## config.mk

```make
export PLATFORM = sky130hd
export DESIGN_NAME = ramp_adc_ctrl
export DESIGN_NICKNAME = d
export VERILOG_FILES = /design/src/rtl/ramp_adc_pkg.sv /design/src/rtl/ramp_sync.sv /design/src/rtl/ramp_code_pipe.sv /design/src/rtl/ramp_seq.sv /design/src/rtl/ramp_result.sv /design/src/rtl/ramp_adc_ctrl.sv
export SDC_FILE = /design/constraint.sdc
export NUM_CORES = 1
export LEC_CHECK = 0
export BUFFER_PORTS_ARGS = -buffer_cell sky130_fd_sc_hd__buf_2
export CAP_MARGIN = 25
export CELL_PAD_IN_SITES_DETAIL_PLACEMENT = 0
export CELL_PAD_IN_SITES_GLOBAL_PLACEMENT = 1
export CORE_ASPECT_RATIO = 0.6
export CORE_MARGIN = 8
export CORE_UTILIZATION = 45
export CTS_CLUSTER_DIAMETER = 30
export DETAILED_ROUTE_END_ITERATION = 8
export GPL_TIMING_DRIVEN = 0
export PLACE_DENSITY_LB_ADDON = 0.3
export SYNTH_ARGS = -nofsm -noshare
export SYNTH_HDL_FRONTEND = slang
export SYNTH_SLANG_ARGS = --single-unit
```

## constraint.sdc

```tcl
create_clock -name clk -period 3.63 [get_ports clk]
set_input_delay 0.726 -clock clk [delete_from_list [all_inputs] [get_ports clk]]
set_output_delay 0.726 -clock clk [all_outputs]
set_load 0.005 [all_outputs]
```

## src/rtl/ramp_adc_pkg.sv

```systemverilog
package ramp_adc_pkg;

    typedef enum logic [1:0] {
        ST_IDLE  = 2'd0,
        ST_COUNT = 2'd1,
        ST_DONE  = 2'd2
    } ramp_state_e;

endpackage

```

## src/rtl/ramp_sync.sv

```systemverilog
module ramp_sync #(
    parameter int STAGES = 2
) (
    input  logic clk,
    input  logic rst_n,
    input  logic async_in,
    output logic sync_out
);
    logic [STAGES-1:0] sh_d;
    logic [STAGES-1:0] sh_q;

    generate
        if (STAGES == 1) begin : g_single
            always_comb sh_d = async_in;
        end else begin : g_chain
            always_comb sh_d = {sh_q[STAGES-2:0], async_in};
        end
    endgenerate

    always_ff @(posedge clk or negedge rst_n) begin
        if (!rst_n) sh_q <= '0;
        else        sh_q <= sh_d;
    end

    assign sync_out = sh_q[STAGES-1];
endmodule

```

## src/rtl/ramp_code_pipe.sv

```systemverilog
module ramp_code_pipe #(
    parameter int WIDTH  = 8,
    parameter int STAGES = 2
) (
    input  logic             clk,
    input  logic             rst_n,
    input  logic             flush,
    input  logic             push_valid,
    input  logic [WIDTH-1:0] push_code,
    output logic             head_valid,
    output logic [WIDTH-1:0] head_code
);
    logic [STAGES-1:0][WIDTH-1:0] code_d, code_q;
    logic [STAGES-1:0]            vld_d,  vld_q;

    always_comb begin
        code_d[0] = push_code;
        vld_d[0]  = push_valid;
        for (int i = 1; i < STAGES; i++) begin
            code_d[i] = code_q[i-1];
            vld_d[i]  = vld_q[i-1];
        end
        if (flush) vld_d = '0;
    end

    always_ff @(posedge clk or negedge rst_n) begin
        if (!rst_n) begin
            code_q <= '0;
            vld_q  <= '0;
        end else begin
            code_q <= code_d;
            vld_q  <= vld_d;
        end
    end

    assign head_valid = vld_q[STAGES-1];
    assign head_code  = code_q[STAGES-1];

    // A new conversion must never see an old reading at the head
    assert_flush_clears_R9: assert property (@(posedge clk) disable iff (!rst_n)
        flush |=> !head_valid);
endmodule

```

## src/rtl/ramp_seq.sv

```systemverilog
module ramp_seq
    import ramp_adc_pkg::*;
#(
    parameter int WIDTH = 8
) (
    input  logic             clk,
    input  logic             rst_n,
    input  logic             start,
    input  logic             head_valid,
    input  logic [WIDTH-1:0] head_code,
    input  logic             head_above,
    output logic [WIDTH-1:0] cnt,
    output logic             counting,
    output logic             accept,
    output logic             done,
    output logic             load,
    output logic [WIDTH-1:0] load_val
);
    localparam logic [WIDTH-1:0] CODE_MAX = {WIDTH{1'b1}};

    typedef struct packed {
        ramp_state_e      st;
        logic [WIDTH-1:0] cnt;
    } seq_t;

    seq_t s_d, s_q;
    logic head_trip, head_full, decide;

    always_comb begin
        head_trip = head_valid && head_above;
        head_full = head_valid && !head_above && (head_code == CODE_MAX);
        decide    = (s_q.st == ST_COUNT) && (head_trip || head_full);
        if (head_trip) load_val = (head_code == '0) ? '0 : head_code - 1'b1;
        else           load_val = CODE_MAX;

        s_d = s_q;
        unique case (s_q.st)
            ST_IDLE: begin
                if (start) begin
                    s_d.st  = ST_COUNT;
                    s_d.cnt = '0;
                end
            end
            ST_COUNT: begin
                if (decide)                 s_d.st  = ST_DONE;
                else if (s_q.cnt != CODE_MAX) s_d.cnt = s_q.cnt + 1'b1;
            end
            ST_DONE: s_d.st = ST_IDLE;
            default: s_d.st = ST_IDLE;
        endcase
    end

    always_ff @(posedge clk or negedge rst_n) begin
        if (!rst_n) s_q <= '{st: ST_IDLE, cnt: '0};
        else        s_q <= s_d;
    end

    assign cnt      = s_q.cnt;
    assign counting = (s_q.st == ST_COUNT);
    assign accept   = (s_q.st == ST_IDLE) && start;
    assign done     = (s_q.st == ST_DONE);
    assign load     = decide;

    assert_start_clears_R2: assert property (@(posedge clk) disable iff (!rst_n)
        (s_q.st == ST_IDLE && start) |=> (s_q.st == ST_COUNT && s_q.cnt == '0));
    assert_step_one_R3: assert property (@(posedge clk) disable iff (!rst_n)
        (s_q.st == ST_COUNT && !decide && s_q.cnt != CODE_MAX)
        |=> s_q.cnt == WIDTH'($past(s_q.cnt) + 1'b1));
    assert_no_wrap_R3: assert property (@(posedge clk) disable iff (!rst_n)
        (s_q.st == ST_COUNT && s_q.cnt == CODE_MAX) |=> s_q.cnt == CODE_MAX);
    assert_done_pulse_R7: assert property (@(posedge clk) disable iff (!rst_n)
        (s_q.st == ST_DONE) |=> (s_q.st == ST_IDLE));
    assert_busy_ignores_start_R9: assert property (@(posedge clk) disable iff (!rst_n)
        (s_q.st == ST_COUNT && !decide) |=> (s_q.st == ST_COUNT));
    assert_code_frozen_R10: assert property (@(posedge clk) disable iff (!rst_n)
        (s_q.st != ST_COUNT && !(s_q.st == ST_IDLE && start)) |=> $stable(s_q.cnt));
endmodule

```

## src/rtl/ramp_result.sv

```systemverilog
module ramp_result #(
    parameter int WIDTH = 8
) (
    input  logic             clk,
    input  logic             rst_n,
    input  logic             load,
    input  logic [WIDTH-1:0] load_val,
    output logic [WIDTH-1:0] result
);
    logic [WIDTH-1:0] res_d, res_q;

    always_comb res_d = load ? load_val : res_q;

    always_ff @(posedge clk or negedge rst_n) begin
        if (!rst_n) res_q <= '0;
        else        res_q <= res_d;
    end

    assign result = res_q;

    assert_result_hold_R8: assert property (@(posedge clk) disable iff (!rst_n)
        !load |=> $stable(res_q));
endmodule

```

## src/rtl/ramp_adc_ctrl.sv

```systemverilog
module ramp_adc_ctrl #(
    parameter int WIDTH       = 8,
    parameter int SYNC_STAGES = 2
) (
    input  logic             clk,
    input  logic             rst_n,
    input  logic             start,
    input  logic             cmp_above,
    output logic [WIDTH-1:0] dac_code,
    output logic [WIDTH-1:0] result,
    output logic             done
);
    logic             above_sync;
    logic             head_valid;
    logic [WIDTH-1:0] head_code;
    logic [WIDTH-1:0] cnt;
    logic             counting, accept, load;
    logic [WIDTH-1:0] load_val;

    ramp_sync #(.STAGES(SYNC_STAGES)) u_sync (
        .clk(clk), .rst_n(rst_n), .async_in(cmp_above), .sync_out(above_sync)
    );

    ramp_code_pipe #(.WIDTH(WIDTH), .STAGES(SYNC_STAGES)) u_pipe (
        .clk(clk), .rst_n(rst_n), .flush(accept),
        .push_valid(counting), .push_code(cnt),
        .head_valid(head_valid), .head_code(head_code)
    );

    ramp_seq #(.WIDTH(WIDTH)) u_seq (
        .clk(clk), .rst_n(rst_n), .start(start),
        .head_valid(head_valid), .head_code(head_code), .head_above(above_sync),
        .cnt(cnt), .counting(counting), .accept(accept), .done(done),
        .load(load), .load_val(load_val)
    );

    ramp_result #(.WIDTH(WIDTH)) u_res (
        .clk(clk), .rst_n(rst_n), .load(load), .load_val(load_val), .result(result)
    );

    assign dac_code = cnt;

    // The paired code lags the live count; it can never be ahead of it
    assert_pair_lags_R4: assert property (@(posedge clk) disable iff (!rst_n)
        (counting && head_valid) |-> (head_code <= dac_code));
endmodule

```

==> qor.txt, run 1 <==
Net Sw Power - 523 µW
EDFF count, synth - 0
Clock Pin Slew Worst Setup and Hold Paths - 0.07 ns
Syn Area/Cell - 12.0 µm²
Rows - 17
CP Buf/Inv Count - 1
Register-to-register setup slack - 1.79 ns
Worst Path Arrival - 2.01 ns
Part of the power in registers - 0.442
Setup bufs post-CTS - 0
Die area - 5830 µm²
# diodes - 0
R2R depth - 6
Max stage delay on crit path - 0.49 ns
CP max stage cell - or4b_4
Drt pass-1 iters - 4
Synth async-reset ratio - 1.00
Largest net degree at the start of global routing - 39
CP cell instances - inv_1 > ha_1 > or4b_4 > nand3_2 > nor3_1 > o32a_1
Synth area leader - dfrtp_1
Clk Latency, worst-skew pair - 0.28 ns
DP Wirelength - 2330 µm
Final setup TNS - 0 ns
Initial antenna violation count - 0
CTS Sinks - 38
Crit path max-delay family - simple AND/OR/NAND/NOR gates
Final period util - 0.506
Total track usage - 0.118
Net Sw Frac - 0.349
First-iteration detailed-routing DRC count - 53
Fin area - 1870 µm²
RR Startpoint - u_pipe.head_code[0]
Hold Startpoint - u_pipe.code_d[9]
Internal Pwr Total - 975 µW
Wire length per cell - 15.4 µm
FMAX - 544 MHz
Port-buffer cells - 20
Synthesized flop and latch total - 38
Dpl cell area - 1780 µm²
Fill cells - 310
Syn Inst Count - 135
Post-Route Skew - 0.00393 ns
CTS Root Cell - clkbuf_8
Final hold violations - 0
Hold Crit Endpoint - u_pipe.head_code[1]
Via count - 1103
H-Tree Depth - 2
Slew HR - 0.459
Max-cap violation count - 0
CTS buffer count - 5
Combinational fraction of design power - 0.363
Vias in the first global route - 1036
Resize count post-CTS - 0
Post-synth cell types - 38
Worst Hold Depth - 0
Clk buf depth - 2
Final Wtd Congestion - 0.772
Top-area cell type share of the netlist area - 0.588
Critical path capture point type - flip-flop
PD cells - 802 nW/µm²
RSZ-0062 raised after global routing - false
Critical path class - flip-flop to flip-flop
CTS tree - built
Final setup viols - 0
Final #Nets - 170
Core area - 3550 µm²
Static leakage - 0.938 nW
I/O pins - 21
Tmin final - 1.84 ns
Synth Cell Area - 1620 µm²
Warnings from Yosys - 0
DR DRC count - 0
Sequential area share after synthesis - 0.588
Mapped Nets - 143
Post-synth top flop - dfrtp_1
Top post-synthesis cells by area - dfrtp_1 (59%), buf_4 (4.2%), o22a_1 (3.3%)
Die Height - 62.4 µm
Final Hold Slack - 0.348 ns
Max VDD drop - 0.000393 V
First-pass GRT wire length - 5310 µm
CTS Hold Buffers Added - 0
Post-Route WL - 3230 µm
Area Overhead vs Synth - 15.5%
FF-to-FF End - u_res.result[6]
Grt total ovfl - 0
DIE WIDTH - 93.4 µm
Share of layout cells above drive strength 1 - 0.264
Routed vias/inst - 5.25
Worst Hold Class - flip-flop to flip-flop
Crit Path Max Fanout - 6
Critical Path Source Type - flip-flop
Routed Antenna Nets - 0
Clock power frac - 0.195
Starting Density - 0.455
Slew Viols, Final - 0
Slew of the pin with the lowest slew margin - 0.811 ns
Outcome - finished, final reports clean
Critical Path RT - 3.80 ns
metal layers:
| metal | vias to the layer above | track usage | wire length [µm] |
|---|---|---|---|
| li1 | 533 | - | - |
| met1 | 535 | 0.166 | 1660 |
| met2 | 28 | 0.152 | 1290 |
| met3 | 7 | 0.0444 | 210 |
| met4 | 0 | 0.0599 | 74 |
| met5 | - | 0 | 0 |
final cells by class:
class	instances	area, µm²	area share
Clock buffer	7	86.3	0.0462
Sequential cell	38	951	0.509
Buffer	10	72.6	0.0389
Timing Repair Buffer	20	100	0.0536
Multi-Input combinational cell	84	582	0.312
Clock inverter	1	5.00	0.00268
Inverter	3	11.3	0.00603
Tap cell	47	58.8	0.0315
layout by cell type, fill, tap and decap left out, types with 2 or more instances in the layout:
| master | Yosys | routed |
|---|---|---|
| dfrtp_1 | 38 | 38 |
| buf_2 | 1 | 21 |
| nor2_1 | 11 | 11 |
| buf_4 | 9 | 9 |
| nand2_1 | 8 | 8 |
| nand3_1 | 7 | 7 |
| o22a_1 | 6 | 6 |
| clkbuf_8 | 0 | 6 |
| nor3_1 | 4 | 4 |
| a21o_1 | 4 | 4 |
| ha_1 | 4 | 4 |
| inv_1 | 3 | 3 |
| nand4_1 | 3 | 3 |
| a21oi_1 | 3 | 3 |
| o31ai_1 | 3 | 3 |
| and2_1 | 2 | 2 |
| o21ai_0 | 2 | 2 |
| a2bb2oi_1 | 2 | 2 |
| xnor2_1 | 2 | 2 |
| a211oi_1 | 2 | 2 |
| nand3b_1 | 2 | 2 |
| a211o_1 | 2 | 2 |
sequential cells by signal (all words and copies together) (netlist names):
register          count
u_pipe.code_d         8
u_sync.sh_q           2
u_pipe.head_code      8
u_pipe.vld_q          2
u_res.result          8
u_seq.s_q             2
u_seq.cnt             8
cells by family (layout without fill, tap and decap cells):
kind of cell | count (synthesis) | in the layout | synth area share
and+or+nand+nor | 47 | 47 | 0.158
muxes | 2 | 2 | 0.0132
xor gates and xnor gates | 2 | 2 | 0.0108
DFF | 38 | 38 | 0.588
buffers and inverters | 13 | 41 | 0.0519
adders and majority gates | 4 | 4 | 0.0310
AOI/OAI and AO/OA | 29 | 29 | 0.147
Yosys cell counts (all sizes together) (3+ instances only):
cell	number
nand2	8
ha	4
a21oi	3
nand3	8
nor2	12
nor3	5
buf	10
a21o	4
o31ai	3
inv	3
dfrtp	38
nand4	3
o22a	6
worst register-to-register path: stages (launching register included):
cell and delay [ns]:
dfrtp_1 0.45, inv_1 0.11, ha_1 0.20, or4b_4 0.49
nand3_2 0.10, nor3_1 0.04, o32a_1 0.33
how the worst max path moves through the flow:
stage	to	start	slack, ns	cells past startpoint
2_1_floorplan	u_res.result[6]	u_pipe.head_code[0]	1.96	6
3_3_place_gp	u_res.result[6]	u_pipe.head_code[0]	1.85	6
3_5_place_dp	u_res.result[6]	u_pipe.head_code[0]	1.82	6
4_1_cts	u_res.result[6]	u_pipe.head_code[0]	1.80	6
5_1_grt	u_seq.cnt[1]	u_seq.cnt[0]	1.72	5
6_report	u_res.result[6]	u_pipe.head_code[0]	1.79	6
per-stage QoR:
step,instances,util,worst slack [ns],power [mW]
floorplan,135,-,1.96,1.03
global placement,202,0.500,1.85,1.20
detailed placement,202,0.500,1.82,1.22
CTS,210,0.526,1.80,1.51
global route,210,0.526,1.72,1.61
finish,210,0.526,1.79,1.50
power by group through the flow:
stage	Clock, mW	Combinational (mW)	Sequential [mW]
floorplan	0	0.389	0.644
global placement	0	0.535	0.660
detailed placement	0	0.547	0.669
CTS	0.302	0.551	0.662
global route	0.318	0.607	0.682
finish	0.292	0.544	0.661
Power figures use the tool's default switching activity.
==> inputs of run 2 (changes only) <==
==> constraint.sdc (replaced) <==
create_clock -name clk -period 1.7 [get_ports clk]
set_input_delay 0.34 -clock clk [delete_from_list [all_inputs] [get_ports clk]]
set_output_delay 0.34 -clock clk [all_outputs]
set_load 0.005 [all_outputs]
==> run 2 against run 1 <==
Net effect: the run now ends with setup timing left; register-to-register slack got worse by 1.8 ns; sequential power increased by 110%; core utilization increased by 2.7 points; final cell count increased by 2.4%; design area increased by 5.1%; power increased by 130%; maximum frequency increased by 7.0%; die area unchanged; critical path type unchanged; critical endpoint unchanged.
==> qor.txt, run 2 (synthesis results as in run 1) <==
Grt total ovfl - 0
Crit Path Max Fanout - 4
FMAX - 582 MHz
Final Hold Slack - 0.148 ns
Rows - 17
CTS Root Cell - clkbuf_8
# diodes - 0
Vias in the first global route - 1066
Slew HR - 0.452
CP max stage cell - or4b_4
Share of layout cells above drive strength 1 - 0.351
Most frequent cells in the layout - dfrtp_1 (37), buf_2 (21), buf_4 (14)
Routed Antenna Nets - 0
Design Power - 3.41 mW
Max stage delay on crit path - 0.50 ns
Multi-input gate area - 638 µm²
First-pass GRT wire length - 5440 µm
Crit path max-delay family - simple AND/OR/NAND/NOR gates
RSZ-0062 raised after global routing - true
Outcome - complete, but fails checks
Post-Route WL - 3340 µm
Port-buffer cells - 20
Critical Path RT - 1.87 ns
Failing checks - setup timing
Routed vias/inst - 5.20
DIE WIDTH - 93.4 µm
CTS Hold Buffers Added - 0
Post-Layout Cell Count - 215
Critical path capture point type - flip-flop
Cells after DPL - 202
Clk buf depth - 2
Largest net degree at the start of global routing - 39
CTS tree - built
Worst Hold Class - input pin to async pin
Tmin final - 1.72 ns
DR DRC count - 0
Seq. cell area - 952 µm²
I/O pins - 21
Slew of the pin with the lowest slew margin - 0.823 ns
Critical path class - flip-flop to flip-flop
Clock Pin Slew Worst Setup and Hold Paths - 0.07 ns
Core area - 3550 µm²
Static leakage - 0.984 nW
First-iteration detailed-routing DRC count - 64
Slew Viols, Final - 0
Max VDD drop - 0.000854 V
CTS Sinks - 38
Die Height - 62.4 µm
Initial antenna violation count - 0
Worst Path Arrival - 1.89 ns
Final #Nets - 175
CTS buffer count - 5
Critical Path Source Type - flip-flop
CP cell instances - inv_2 > ha_4 > or4b_4 > nand3_4 > nor3_2 > o32a_1
Final Wtd Congestion - 0.772
Via count - 1117
Die area - 5830 µm²
CP Buf/Inv Count - 1
Final setup viols - 1
Area Overhead vs Synth - 21.4%
Drt pass-1 iters - 4
Wire length per cell - 15.5 µm
Post-layout util - 0.552
Final period util - 1.01
Starting Density - 0.455
Total track usage - 0.121
Clk Latency, worst-skew pair - 0.29 ns
DP Wirelength - 2330 µm
Commonest non-fill, non-tap cell in the layout - dfrtp_1
PD cells - 1740 nW/µm²
Final hold violations - 0
Post-Route Skew - 0.00263 ns
Max-cap violation count - 0
Fill cells - 293
Setup ws final - -0.0175 ns
H-Tree Depth - 2
run 2: area by class of cell:
type                            instances  area share
Buffer                                 10      0.0370
Clock buffer                            7      0.0440
Clock inverter                          1     0.00255
Inverter                                3     0.00574
Multi-Input combinational cell         84       0.325
Sequential cell                        38       0.485
Tap cell                               47      0.0300
Timing Repair Buffer                   25      0.0702
run 2: final timing paths:
check	cells after the start	to	from	slack (ns)
min	1	u_sync.sh_q[0]	rst_n	0.15
max in group asynchronous	1	u_pipe.head_code[0]	rst_n	0.99
max reg2reg	6	u_res.result[6]	u_pipe.head_code[0]	-0.02
max	6	u_res.result[6]	u_pipe.head_code[0]	-0.02
min in group clk	1	u_sync.sh_q[0]	cmp_above	0.16
min reg2reg	0	u_pipe.head_code[7]	u_pipe.code_d[15]	0.35
run 2: through the flow:
| stage | area, µm² | TNS, ns | setup WS (ns) |
|---|---|---|---|
| 2_1_floorplan | 1620 | 0 | 0.0310 |
| 3_3_place_gp | 1780 | -0.376 | -0.0800 |
| 3_5_place_dp | 1780 | -0.581 | -0.114 |
| 4_1_cts | 1920 | -0.00331 | -0.00331 |
| 5_1_grt | 1960 | -0.290 | -0.0700 |
| 6_report | 1960 | -0.0175 | -0.0175 |
run 2: power by group:
part	internal (mW)	switching [mW]
Clock	0.327	0.300
Combinational	0.698	0.679
Sequential	1.17	0.237
Total	2.20	1.22
run 2: timing repair:
item / CTS / global route
endpoints found under the hold margin: 0 / 0
buffers inserted: 4 / 1
gates cloned: 0 / 0
pin swaps: 1 / 5
gates resized for setup: 7 / 8
endpoints found under the setup margin: 14 / 14
run 2: metal layers:
metal	wire length, µm	track usage	part of all wire
met1	1700	0.169	0.51
met2	1360	0.158	0.41
met3	203	0.0444	0.061
met4	75	0.0599	0.022
met5	0	0	0
